File: config.mk
export PLATFORM = sky130hd
export DESIGN_NAME = dual_mode_bus_arbiter
export DESIGN_NICKNAME = d
export VERILOG_FILES = /design/src/rtl/arb_pkg.sv /design/src/rtl/arb_holdoff.sv /design/src/rtl/arb_pick.sv /design/src/rtl/arb_pins.sv /design/src/rtl/dual_mode_bus_arbiter.sv
export SDC_FILE = /design/constraint.sdc
export NUM_CORES = 1
export LEC_CHECK = 0
export BUFFER_PORTS_ARGS = -buffer_cell sky130_fd_sc_hd__buf_2
export CORE_MARGIN = 3
export CORE_UTILIZATION = 54
export DETAILED_ROUTE_END_ITERATION = 8
export HOLD_SLACK_MARGIN = 0.15
export PLACE_DENSITY_LB_ADDON = 0.05
export REMOVE_ABC_BUFFERS = 1
export SLEW_MARGIN = 40
export SYNTH_ARGS = -nofsm -noshare
export SYNTH_HDL_FRONTEND = slang
export SYNTH_HIERARCHICAL = 1
export SYNTH_SLANG_ARGS = --single-unit
File: constraint.sdc
create_clock -name clk -period 6.1 [get_ports clk]
set_input_delay 1.22 -clock clk [delete_from_list [all_inputs] [get_ports clk]]
set_output_delay 1.22 -clock clk [all_outputs]
set_load 0.1 [all_outputs]
File: src/rtl/arb_pkg.sv
// Package: shared sizes and types for the dual-algorithm bus arbiter.
// Assumes agent 0 is the host and agents 1..NUM_EXT are the external pins.
package arb_pkg;
    localparam int NUM_EXT     = 6;
    localparam int NUM_AGENTS  = NUM_EXT + 1;
    localparam int IDX_W       = $clog2(NUM_AGENTS);
    localparam int HOLD_CYCLES = 8;

    typedef enum logic {
        ALG_FIXED  = 1'b0,
        ALG_ROTATE = 1'b1
    } arb_alg_e;
endpackage

File: src/rtl/arb_holdoff.sv
// Module: blackout counter. Counts enabled cycles after reset and saturates
// at HOLD; ready is high only once saturated. Assumes run low restarts it.
module arb_holdoff #(
    parameter int HOLD = 8
) (
    input  logic clk,
    input  logic rst_n,
    input  logic run,
    output logic ready
);
    localparam int CNT_W = $clog2(HOLD + 1);

    logic [CNT_W-1:0] cnt_q;

    // Count enabled cycles up to HOLD, clearing on reset or when not running.
    always_ff @(posedge clk) begin
        if (!rst_n || !run) begin
            cnt_q <= '0;
        end else if (cnt_q != CNT_W'(HOLD)) begin
            cnt_q <= cnt_q + 1'b1;
        end
    end

    // The window is over once the count has saturated.
    always_comb ready = (cnt_q == CNT_W'(HOLD));
endmodule

File: src/rtl/arb_pick.sv
// Module: winner selection. Computes both the fixed-priority winner (lowest
// index) and the rotating winner (first requester after last). rotate picks
// one. Purely combinational; assumes last < N.
module arb_pick #(
    parameter int N = 7
) (
    input  logic [N-1:0]         req,
    input  logic [$clog2(N)-1:0] last,
    input  logic                 rotate,
    output logic                 found,
    output logic [$clog2(N)-1:0] win
);
    localparam int IW = $clog2(N);

    logic [IW-1:0] fx_idx;
    logic [IW-1:0] rr_idx;

    // Fixed priority: scan from the top so the lowest requester wins.
    always_comb begin
        fx_idx = '0;
        for (int i = N - 1; i >= 0; i--) begin
            if (req[i]) fx_idx = IW'(i);
        end
    end

    // Rotation: scan offsets downward so the nearest one after last wins.
    always_comb begin
        rr_idx = '0;
        for (int k = N; k >= 1; k--) begin
            int j;
            j = (int'(last) + k) % N;
            if (req[j]) rr_idx = IW'(j);
        end
    end

    // Choose the variant and report whether anyone requests.
    always_comb begin
        found = |req;
        win   = rotate ? rr_idx : fx_idx;
    end
endmodule

File: src/rtl/arb_pins.sv
// Module: pin mapping. In internal mode it drives the active-low grants and
// leaves the request pins as inputs. In external-arbiter mode it drives the
// host request out, floats it in reset, and holds unused pins high.
module arb_pins #(
    parameter int NUM_EXT = 6
) (
    input  logic               rst_n,
    input  logic               ext_mode,
    input  logic               host_req,
    input  logic               host_grant_int,
    input  logic               host_grant_ext,
    input  logic [NUM_EXT-1:0] ext_grant,
    output logic               host_gnt,
    output logic [NUM_EXT-1:0] req_n_o,
    output logic [NUM_EXT-1:0] req_n_oe,
    output logic [NUM_EXT-1:0] gnt_n_o,
    output logic [NUM_EXT-1:0] gnt_n_oe
);
    localparam logic [NUM_EXT-1:0] ALL1 = '1;

    // Select pin levels and enables for the active mode.
    always_comb begin
        if (ext_mode) begin
            host_gnt = host_grant_ext;
            gnt_n_o  = ALL1;
            gnt_n_oe = {ALL1[NUM_EXT-1:1], 1'b0};
            req_n_o  = {ALL1[NUM_EXT-1:1], ~host_req};
            req_n_oe = {ALL1[NUM_EXT-1:1], rst_n};
        end else begin
            host_gnt = host_grant_int;
            gnt_n_o  = ~ext_grant;
            gnt_n_oe = ALL1;
            req_n_o  = ALL1;
            req_n_oe = '0;
        end
    end
endmodule

File: src/rtl/dual_mode_bus_arbiter.sv
// Module: top of the arbiter. Holds the one-hot grant state, the last owner,
// and the algorithm bit. Assumes the pins are already synchronous to clk.
// Agent 0 is the host and agent i+1 is external pin i.
module dual_mode_bus_arbiter
    import arb_pkg::*;
#(
    parameter int NUM_EXT_P = arb_pkg::NUM_EXT,
    parameter int HOLD_P    = arb_pkg::HOLD_CYCLES
) (
    input  logic                 clk,
    input  logic                 rst_n,
    input  logic                 arb_en,
    input  logic                 ext_arb,
    input  logic                 boot_rotate,
    input  logic                 ctl_wr,
    input  logic                 ctl_rotate,
    input  logic                 bus_idle,
    input  logic                 host_req,
    output logic                 host_gnt,
    input  logic [NUM_EXT_P-1:0] req_n_i,
    output logic [NUM_EXT_P-1:0] req_n_o,
    output logic [NUM_EXT_P-1:0] req_n_oe,
    output logic [NUM_EXT_P-1:0] gnt_n_o,
    output logic [NUM_EXT_P-1:0] gnt_n_oe,
    input  logic                 gnt0_n_i
);
    localparam int N  = NUM_EXT_P + 1;
    localparam int IW = $clog2(N);

    arb_alg_e      alg_q;
    logic [N-1:0]  grant_q;
    logic [IW-1:0] last_q;
    logic          ext_gnt_q;
    logic          run;
    logic          ready;
    logic [N-1:0]  req_vec;
    logic          found;
    logic [IW-1:0] win;
    logic [N-1:0]  win_oh;
    logic          has_owner;
    logic          may_decide;

    // Strap value in reset; a control write overrides it afterwards.
    always_ff @(posedge clk) begin
        if (!rst_n) begin
            alg_q <= boot_rotate ? ALG_ROTATE : ALG_FIXED;
        end else if (ctl_wr) begin
            alg_q <= ctl_rotate ? ALG_ROTATE : ALG_FIXED;
        end
    end

    // Gather requests and decide whether the grant may move this cycle.
    always_comb begin
        run        = arb_en & ~ext_arb;
        req_vec    = {~req_n_i, host_req};
        has_owner  = |grant_q;
        may_decide = !has_owner || bus_idle || !(|(grant_q & req_vec));
        win_oh     = found ? (N'(1) << win) : '0;
    end

    arb_holdoff #(.HOLD(HOLD_P)) u_hold (
        .clk   (clk),
        .rst_n (rst_n),
        .run   (run),
        .ready (ready)
    );

    arb_pick #(.N(N)) u_pick (
        .req    (req_vec),
        .last   (last_q),
        .rotate (alg_q == ALG_ROTATE),
        .found  (found),
        .win    (win)
    );

    // Grant state: release before any change of owner, grant from empty.
    always_ff @(posedge clk) begin
        if (!rst_n) begin
            grant_q <= '0;
            last_q  <= IW'(N - 1);
        end else if (!(ready && run)) begin
            grant_q <= '0;
        end else if (may_decide) begin
            if (has_owner) begin
                if (win_oh != grant_q) grant_q <= '0;
            end else if (found) begin
                grant_q <= win_oh;
                last_q  <= win;
            end
        end
    end

    // Register the external grant for the host, ignoring it in reset.
    always_ff @(posedge clk) begin
        if (!rst_n) ext_gnt_q <= 1'b0;
        else        ext_gnt_q <= ext_arb & ~gnt0_n_i;
    end

    arb_pins #(.NUM_EXT(NUM_EXT_P)) u_pins (
        .rst_n          (rst_n),
        .ext_mode       (ext_arb),
        .host_req       (host_req),
        .host_grant_int (grant_q[0]),
        .host_grant_ext (ext_gnt_q),
        .ext_grant      (grant_q[N-1:1]),
        .host_gnt       (host_gnt),
        .req_n_o        (req_n_o),
        .req_n_oe       (req_n_oe),
        .gnt_n_o        (gnt_n_o),
        .gnt_n_oe       (gnt_n_oe)
    );
endmodule

==> results of run 1 <==
[state kept, by name, summed over array words and instances, names as in the netlist]
| register | count |
|---|---|
| grant_q | 7 |
| last_q | 3 |
| u_hold/cnt_q | 4 |
| ext_gnt_q | 1 |
| alg_q | 1 |
[per-stage QoR]
stage          cells  total power [uW]  setup slack (ns)  utilization  instance area [um2]
6_report         495               309             0.602        0.586                 3290
3_3_place_gp     491               225             0.629        0.576                 3230
5_1_grt          495               323             0.164        0.586                 3290
2_1_floorplan    383               187             0.312            -                 2950
4_1_cts          495               310             0.370        0.584                 3280
3_5_place_dp     491               225             0.409        0.576                 3230
[worst max path at each step]
stage | slack [ns] | from | to
floorplan | 0.31 | last_q[0] | grant_q[0]
global placement | 0.63 | last_q[1] | grant_q[4]
detailed placement | 0.41 | last_q[1] | grant_q[1]
CTS | 0.37 | last_q[1] | grant_q[1]
global route | 0.16 | last_q[1] | grant_q[1]
finish | 0.60 | last_q[1] | grant_q[1]
[placed cells by master, fill, tap and decap left out, drive strengths merged, types with 15 or more instances in the layout]
cell type  count
a21oi         21
ha            23
mux2i         23
xnor2         18
nor2          21
inv           29
dfxtp         15
buf           36
o21ai         21
nand2         37
[metal layers]
layer / GRT usage / vias up / share of wire
met1: 0.376 / 1425 / 0.48
met5: 0 / - / 0
met4: 0.0359 / 0 / 0.0069
li1: - / 1492 / -
met2: 0.385 / 134 / 0.43
met3: 0.0390 / 10 / 0.079
[timing repair]
action	in CTS	in global routing
resized for setup	0	2
endpoints found under the setup margin	0	6
buffers inserted	0	0
[worst max-delay path: stages, from the launching register on]
cell and delay [ns]:
dfxtp_1 0.33, inv_1 0.13, ha_1 0.44, inv_1 0.18, ha_1 0.24, ha_1 0.24
a31oi_1 0.20, xnor2_1 0.22, ha_1 0.31, o21ai_1 0.11, a41oi_2 0.38, mux2i_1 0.34
a21oi_1 0.08, a211o_1 0.26, a21bo_2 0.22, a211oi_1 0.07, o31ai_2 0.49, and3b_1 0.27
o22ai_1 0.09, a211oi_1 0.34, a311oi_2 0.23, o21ai_0 0.21
[kinds of logic after synthesis]
kind of cell,count (synthesis),share of synthesized area
mux,31,0.119
xor+xnor,21,0.0663
flops,16,0.104
buf+inv,68,0.118
simple gates,143,0.251
other cells,1,0.00118
compound gates,110,0.251
fa+ha+maj,23,0.0908
[layout make-up]
cell class              instances  area [um2]
flip-flops and latches         16         330
well taps                      72        90.1
fillers                       527        2320
repair buffers                 36         195
multi-input cells             338        2510
inverters                      29         114
clock buffers                   4        45.0
[power groups by stage]
| stage | Sequential [uW] | Combinational (uW) | Clock (uW) |
|---|---|---|---|
| 2_1_floorplan | 111 | 76.3 | 0 |
| 3_3_place_gp | 112 | 113 | 0 |
| 3_5_place_dp | 112 | 114 | 0 |
| 4_1_cts | 110 | 114 | 86.3 |
| 5_1_grt | 110 | 124 | 89.4 |
| 6_report | 110 | 116 | 83.5 |
==> results.txt, run 1 <==
worst-path fanout max: 8
Fin. Hold Viols: 0
hold slack: 0.486 ns
Setup CP Type: flip-flop to flip-flop
FF-to-FF End: grant_q[1]
min Tclk post-route: 5.50 ns
post-synthesis cell count: 413
VDD IR-drop max: 0.0820 mV
most frequent cells after synthesis: 37 x nand2_1, 28 x inv_1, 23 x ha_1, 22 x mux2i_1
Area Overhead vs Synth: 3.67%
DRT Pass-1 Iters: 5
post-DP HPWL: 6280 um
top cell type by total area after synthesis: dfxtp_1
sequential area share after synthesis: 0.104
Routability Congestion: 0.952
die area: 6830 um2
Hold Path Depth: 2
Hold WC Path Type: flip-flop to flip-flop
initial antenna violation count: 0
All-Layer GR Usage: 0.251
Final ANT Viol Nets: 0
# DRC: 0
hold_sp: u_hold/cnt_q[3]
internal power: 182 uW
setup TNS: 0 ns
CTS Buf Count: 3
top_reg_cell synth: dfxtp_1
syn_area_per_cell: 7.68 um2
antenna fix cells: 0
Yosys Warn Count: 6
H-tree depth: 1
clock share of power: 0.270
Hold EP: u_hold/cnt_q[3]
max_slew headroom: 0.618
combinational share of power: 0.376
Max Slew Vio Count: 0
Req. time, crit path: 6.27 ns
Critical R2R Launch: last_q[1]
layout cells sized above 1: 0.165
critical path data arrival time: 5.67 ns
Vias per Instance: 6.18
Synth top area share: 0.0947
I/O pin count: 41
NetSw: 127 uW
grt ovf: 0
Clock Path Buffers: 2
P per Cell Area: 94.1 nW/um2
RSZ-0062 raised after global routing: false
top-count cell post-synth: nand2_1
initial core utilization: 0.565
vias in the first global route: 2762
Cell variety after synth: 84
die height: 82.6 um
Least-Margin Pin Slew: 0.569 ns
Clock Latency Late Sink: 0.25 ns
routed vias: 3061
clock root buffer: clkbuf_8
Setup violations, final: 0
R2R setup slack: 0.60 ns
TritonCTS clock tree: yes
dominant cells by area after synthesis: dfxtp_1 9.5%, ha_1 9.1%, mux2i_1 6.9%, xnor2_1 4.4%, nand2_1 4.4%
Synth async-reset ratio: 0
CTS Hold Bufs: 0
P_leak: 0.00134 uW
Die Wd: 82.6 um
Reg power frac: 0.354
Synth Register Bits: 16
number of max-cap violations: 0
clock-pin slew on the worst setup and hold paths: 0.07 ns
pin count of the biggest net entering global routing: 35
Net Sw Frac: 0.411
fmax: 182 MHz
core region area: 5610 um2
CTS Sinks: 16
Synth Cell Area: 3170 um2
drt wl/cell: 16.8 um
outcome: completed
clk_skew: 0.00773 ns
Crit. End Element: flip-flop
FP Rows: 27
Worst Reg2Reg Path Length in Cells: 21
number of port buffers: 30
fin nets: 463
startpoint types: flip-flop
initial drt markers: 311
total wire length: 8300 um
Final period util: 0.901
first-pass GRT wire length: 13500 um
EDFF count, synth: 1
(Power assumes the default switching activity.)
==> run 2: changes to the inputs <==
- PLACE_DENSITY: not set -> 0.78
- PLACE_DENSITY_LB_ADDON: 0.05 -> not set
==> run 2 against run 1 <==
Sequential share of layout area is essentially flat. First-iteration DRC count fell by 25%. Largest cell class unchanged. Highest routed layer unchanged. Critical path depth is 1 higher.
==> results.txt, run 2 (synthesis results as in run 1) <==
Req. time, crit path: 6.28 ns
Tot Pwr: 318 uW
clock root buffer: clkbuf_8
critical path data arrival time: 5.86 ns
die area: 6830 um2
Setup violations, final: 0
Die Wd: 82.6 um
most flop-heavy register: grant_q
Hold WC Path Type: flip-flop to flip-flop
min Tclk post-route: 5.69 ns
Routability Congestion: 0.914
number of port buffers: 30
first-pass GRT wire length: 12600 um
CTS Hold Bufs: 0
Critical R2R Launch: last_q[1]
CTS Sinks: 16
total wire length: 7970 um
Final ANT Viol Nets: 0
initial core utilization: 0.565
startpoint types: flip-flop
clk_skew: 0.00382 ns
hold_sp: u_hold/cnt_q[3]
P_leak: 0.00134 uW
Crit. End Element: flip-flop
Area Overhead vs Synth: 3.63%
# DRC: 0
layout cells sized above 1: 0.166
Post-CTS Setup Bufs: 0
outcome: completed
flip-flop count of the largest register after layout: 7
placed cell area: 3220 um2
core region area: 5610 um2
Least-Margin Pin Slew: 0.574 ns
DRT Pass-1 Iters: 5
drt wl/cell: 16.1 um
CTS Buf Count: 3
Clock Latency Late Sink: 0.25 ns
placed insts: 490
Clock Path Buffers: 2
post-place setup slack: 0.230 ns
die height: 82.6 um
Setup CP Type: flip-flop to flip-flop
vias in the first global route: 2672
fin nets: 462
All-Layer GR Usage: 0.234
H-tree depth: 1
post-DP HPWL: 5940 um
crit-path cells: inv_1 > ha_1 > inv_1 > ha_1 > ha_1 > a31oi_1 > xnor2_1 > ha_1 > o21ai_1 > a41oi_2 > mux2i_1 > a21oi_1 > a211o_1 > a21bo_2 > a211oi_1 > o31ai_1 > buf_4 > and3b_1 > o22ai_1 > a211oi_1 > a311oi_2 > o21ai_0
Final period util: 0.932
critical path's slowest cell: dfxtp_2
P per Cell Area: 96.9 nW/um2
worst-path fanout max: 14
Setup crit start: last_q[1]
Fin. Hold Viols: 0
most frequent cells in the layout: 37 x nand2_1, 30 x buf_2, 28 x inv_1, 23 x ha_1, 22 x mux2i_1
fmax: 176 MHz
Finished Cell Area: 3290 um2
number of max-cap violations: 0
most common cell after layout, fill and taps aside: nand2_1
Final WS setup: 0.413 ns
TritonCTS clock tree: yes
RSZ-0062 raised after global routing: false
Finished Layout Cells: 494
initial drt markers: 233
clock-pin slew on the worst setup and hold paths: 0.06 ns
top flop regs: grant_q (7), u_hold/cnt_q (4), last_q (3)
initial antenna violation count: 0
grt ovf: 0
I/O pin count: 41
CP peak stage delay: 0.48 ns
Top cell by count, worst path: ha_1
routed vias: 3031
setup TNS: 0 ns
pin count of the biggest net entering global routing: 35
FP Rows: 27
max_slew headroom: 0.617
VDD IR-drop max: 0.128 mV
Vias per Instance: 6.14
antenna fix cells: 0
Max Slew Vio Count: 0
run 2: cell count changes in the layout (fill, tap and decap cells not counted), sizes merged:
cell / change
buf: -1
run 2: what timing repair did:
item,4_1_cts,5_1_grt
endpoints found under the hold margin,0,0
endpoints found under the setup margin,0,6
gates resized for setup,0,2
run 2: through the flow:
step                 util  hold slack (ns)
floorplan               -            0.453
global placement    0.575            0.469
detailed placement  0.575            0.478
CTS                 0.585            0.487
global route        0.586            0.530
finish              0.586            0.488
run 2: path summary, 6_finish.rpt:
check	depth (start not counted)	slack (ns)	endpoint
setup / recovery	22	0.41	grant_q[4]
hold / removal	2	0.49	u_hold/cnt_q[3]
setup reg to reg	22	0.41	grant_q[4]
hold reg to reg	2	0.49	u_hold/cnt_q[3]
run 2: cell type report:
type	count	area (um2)
Fill cell	526	2320
Inverter	29	114
Multi-Input combinational cell	338	2510
Tap cell	72	90.1
Sequential cell	16	332
Timing Repair Buffer	35	188
Clock buffer	4	55.1
run 2: report_power, final:
| part | internal, uW | switching, uW | total (uW) |
|---|---|---|---|
| Sequential | 107 | 2.66 | 110 |
| Combinational | 28.9 | 86.5 | 115 |
| Clock | 57.2 | 36.0 | 93.2 |
| Total | 193 | 125 | 318 |
run 2: metal layers:
metal  part of all wire  routed length (um)  up-vias  track usage
met5                  0                   0        -            0
met4              0.024                 190        0       0.0882
met3              0.059                 467       14      0.00868
met2               0.48                3850      135        0.393
met1               0.43                3460     1385        0.317
li1                   -                   -     1497            -
run 2: critical path, delay by kind of cell, from the launching register on:
kind | cells | cell delay [ns]
adders and majority gates | 4 | 1.22
DFF | 1 | 0.48
muxes | 1 | 0.42
and+or+nand+nor | 1 | 0.18
buffers and inverters | 3 | 0.60
xor gates and xnor gates | 1 | 0.20
AOI/OAI and AO/OA | 12 | 2.51
==> run 3: changes to the inputs <==
- PLACE_DENSITY: 0.78 -> 0.82
==> run 3 against run 2 <==
Register-to-register slack lost 0.07 ns. Largest power group unchanged. Non-clock buffer count grew 1. Via count grew 2.4%. Fmax shrank 1.2%.
==> results.txt, run 3 (synthesis results as in run 1) <==
clk_skew: 0.00563 ns
NetSw: 125 uW
CTS Sinks: 16
All-Layer GR Usage: 0.230
Met2 Routed Length: 3800 um
fin nets: 463
most common cell after layout, fill and taps aside: nand2_1
Setup violations, final: 0
Area Overhead vs Synth: 3.83%
Hold WC Path Type: flip-flop to flip-flop
critical path data arrival time: 5.92 ns
first-pass GRT wire length: 12500 um
Clock Latency Late Sink: 0.25 ns
initial antenna violation count: 0
P_leak: 0.00135 uW
Req. time, crit path: 6.27 ns
Met3 Wirelength: 587 um
Highest Signal Layer: met4
Net Sw Frac: 0.394
I/O pin count: 41
initial drt markers: 232
Vias per Instance: 6.27
combinational share of power: 0.364
Die Wd: 82.6 um
post-DP HPWL: 5980 um
most flop-heavy register: grant_q
flip-flop count of the largest register after layout: 7
VDD IR-drop max: 0.122 mV
core region area: 5610 um2
met1 wire length: 3380 um
clock root buffer: clkbuf_8
number of max-cap violations: 0
Post-CTS Setup Bufs: 0
clock share of power: 0.291
Crit. End Element: flip-flop
max_slew headroom: 0.602
# DRC: 0
clock-pin slew on the worst setup and hold paths: 0.06 ns
CTS Buf Count: 3
routed vias: 3104
setup TNS: 0 ns
most frequent cells in the layout: 37 x nand2_1, 30 x buf_2, 28 x inv_1, 23 x ha_1, 22 x mux2i_1
Reg power frac: 0.345
min Tclk post-route: 5.75 ns
initial core utilization: 0.565
startpoint types: flip-flop
final core utilization: 0.587
placed insts: 491
RSZ-0062 raised after global routing: false
outcome: completed
worst-path fanout max: 8
vias in the first global route: 2698
layout cells sized above 1: 0.165
Final WS setup: 0.346 ns
internal power: 193 uW
Finished Layout Cells: 495
Least-Margin Pin Slew: 0.592 ns
Final period util: 0.943
Fin. Hold Viols: 0
FP Rows: 27
drt wl/cell: 16.2 um
total wire length: 8040 um
die height: 82.6 um
Max Slew Vio Count: 0
grt ovf: 0
P per Cell Area: 96.8 nW/um2
post-place setup slack: 0.406 ns
number of port buffers: 30
fmax: 174 MHz
die area: 6830 um2
TritonCTS clock tree: yes
Routability Congestion: 0.888
top flop regs: grant_q (7), u_hold/cnt_q (4), last_q (3)
H-tree depth: 1
Clock Path Buffers: 2
DRT Pass-1 Iters: 5
Setup CP Type: flip-flop to flip-flop
antenna fix cells: 0
pin count of the biggest net entering global routing: 35
Final ANT Viol Nets: 0
## run 3: cell types whose count changed in the layout (fill, tap and decap cells not counted), sizes merged
| cell | before | now |
|---|---|---|
| buf | 35 | 36 |
## run 3: power groups by stage
stage | sequential, uW | combinational, uW | clock, uW
6_report | 110 | 116 | 92.9
5_1_grt | 110 | 122 | 98.2
4_1_cts | 110 | 113 | 94.8
3_5_place_dp | 112 | 113 | 0
3_3_place_gp | 112 | 112 | 0
2_1_floorplan | 111 | 76.3 | 0
## run 3: cell type report
cell class                 instances  area (um2)
multi-input combinational        338        2510
timing repair buffer              36         195
clock buffer                       4        55.1
sequential                        16         330
fill                             508        2320
inverter                          29         114
tap                               72        90.1
## run 3: worst max-delay path, stage by stage, from the launching register on
cell and delay (ns):
dfxtp_1 0.33, inv_1 0.14, ha_1 0.48, inv_1 0.20, ha_1 0.24, ha_1 0.27, a31oi_1 0.20, xnor2_1 0.19
ha_1 0.29, a21boi_0 0.14, a41oi_2 0.37, mux2i_1 0.46, a21oi_1 0.08, a211o_1 0.27, a21bo_2 0.23, a211oi_1 0.06
o31ai_1 0.34, buf_4 0.22, and3b_1 0.20, o22ai_1 0.09, a211oi_1 0.39, a311oi_2 0.26, o21ai_0 0.21
## run 3: repair_timing
action,in CTS,in global routing
hold endpoints to repair,0,0
hold buffers,0,0
gates resized for setup,0,1
setup endpoints to repair,0,1
## run 3: final timing paths
check,startpoint,to,slack (ns),cells after the start
worst max-delay path,last_q[1],grant_q[0],0.35,22
worst min-delay path,u_hold/cnt_q[3],u_hold/cnt_q[3],0.48,2
worst max register to register,last_q[1],grant_q[0],0.35,22
worst min register to register,u_hold/cnt_q[3],u_hold/cnt_q[3],0.48,2
## run 3: metal layers
layer	vias to the layer above	GRT usage
met5	-	0
met4	0	0.109
met3	19	0.0217
met2	158	0.396
met1	1431	0.286
li1	1496	-
## run 3: stage by stage
stage	total power, uW	cell area, um2	hold slack, ns
3_3_place_gp	223	3230	0.467
2_1_floorplan	187	2950	0.453
3_5_place_dp	225	3230	0.475
4_1_cts	318	3290	0.485
5_1_grt	331	3290	0.509
6_report	319	3290	0.483
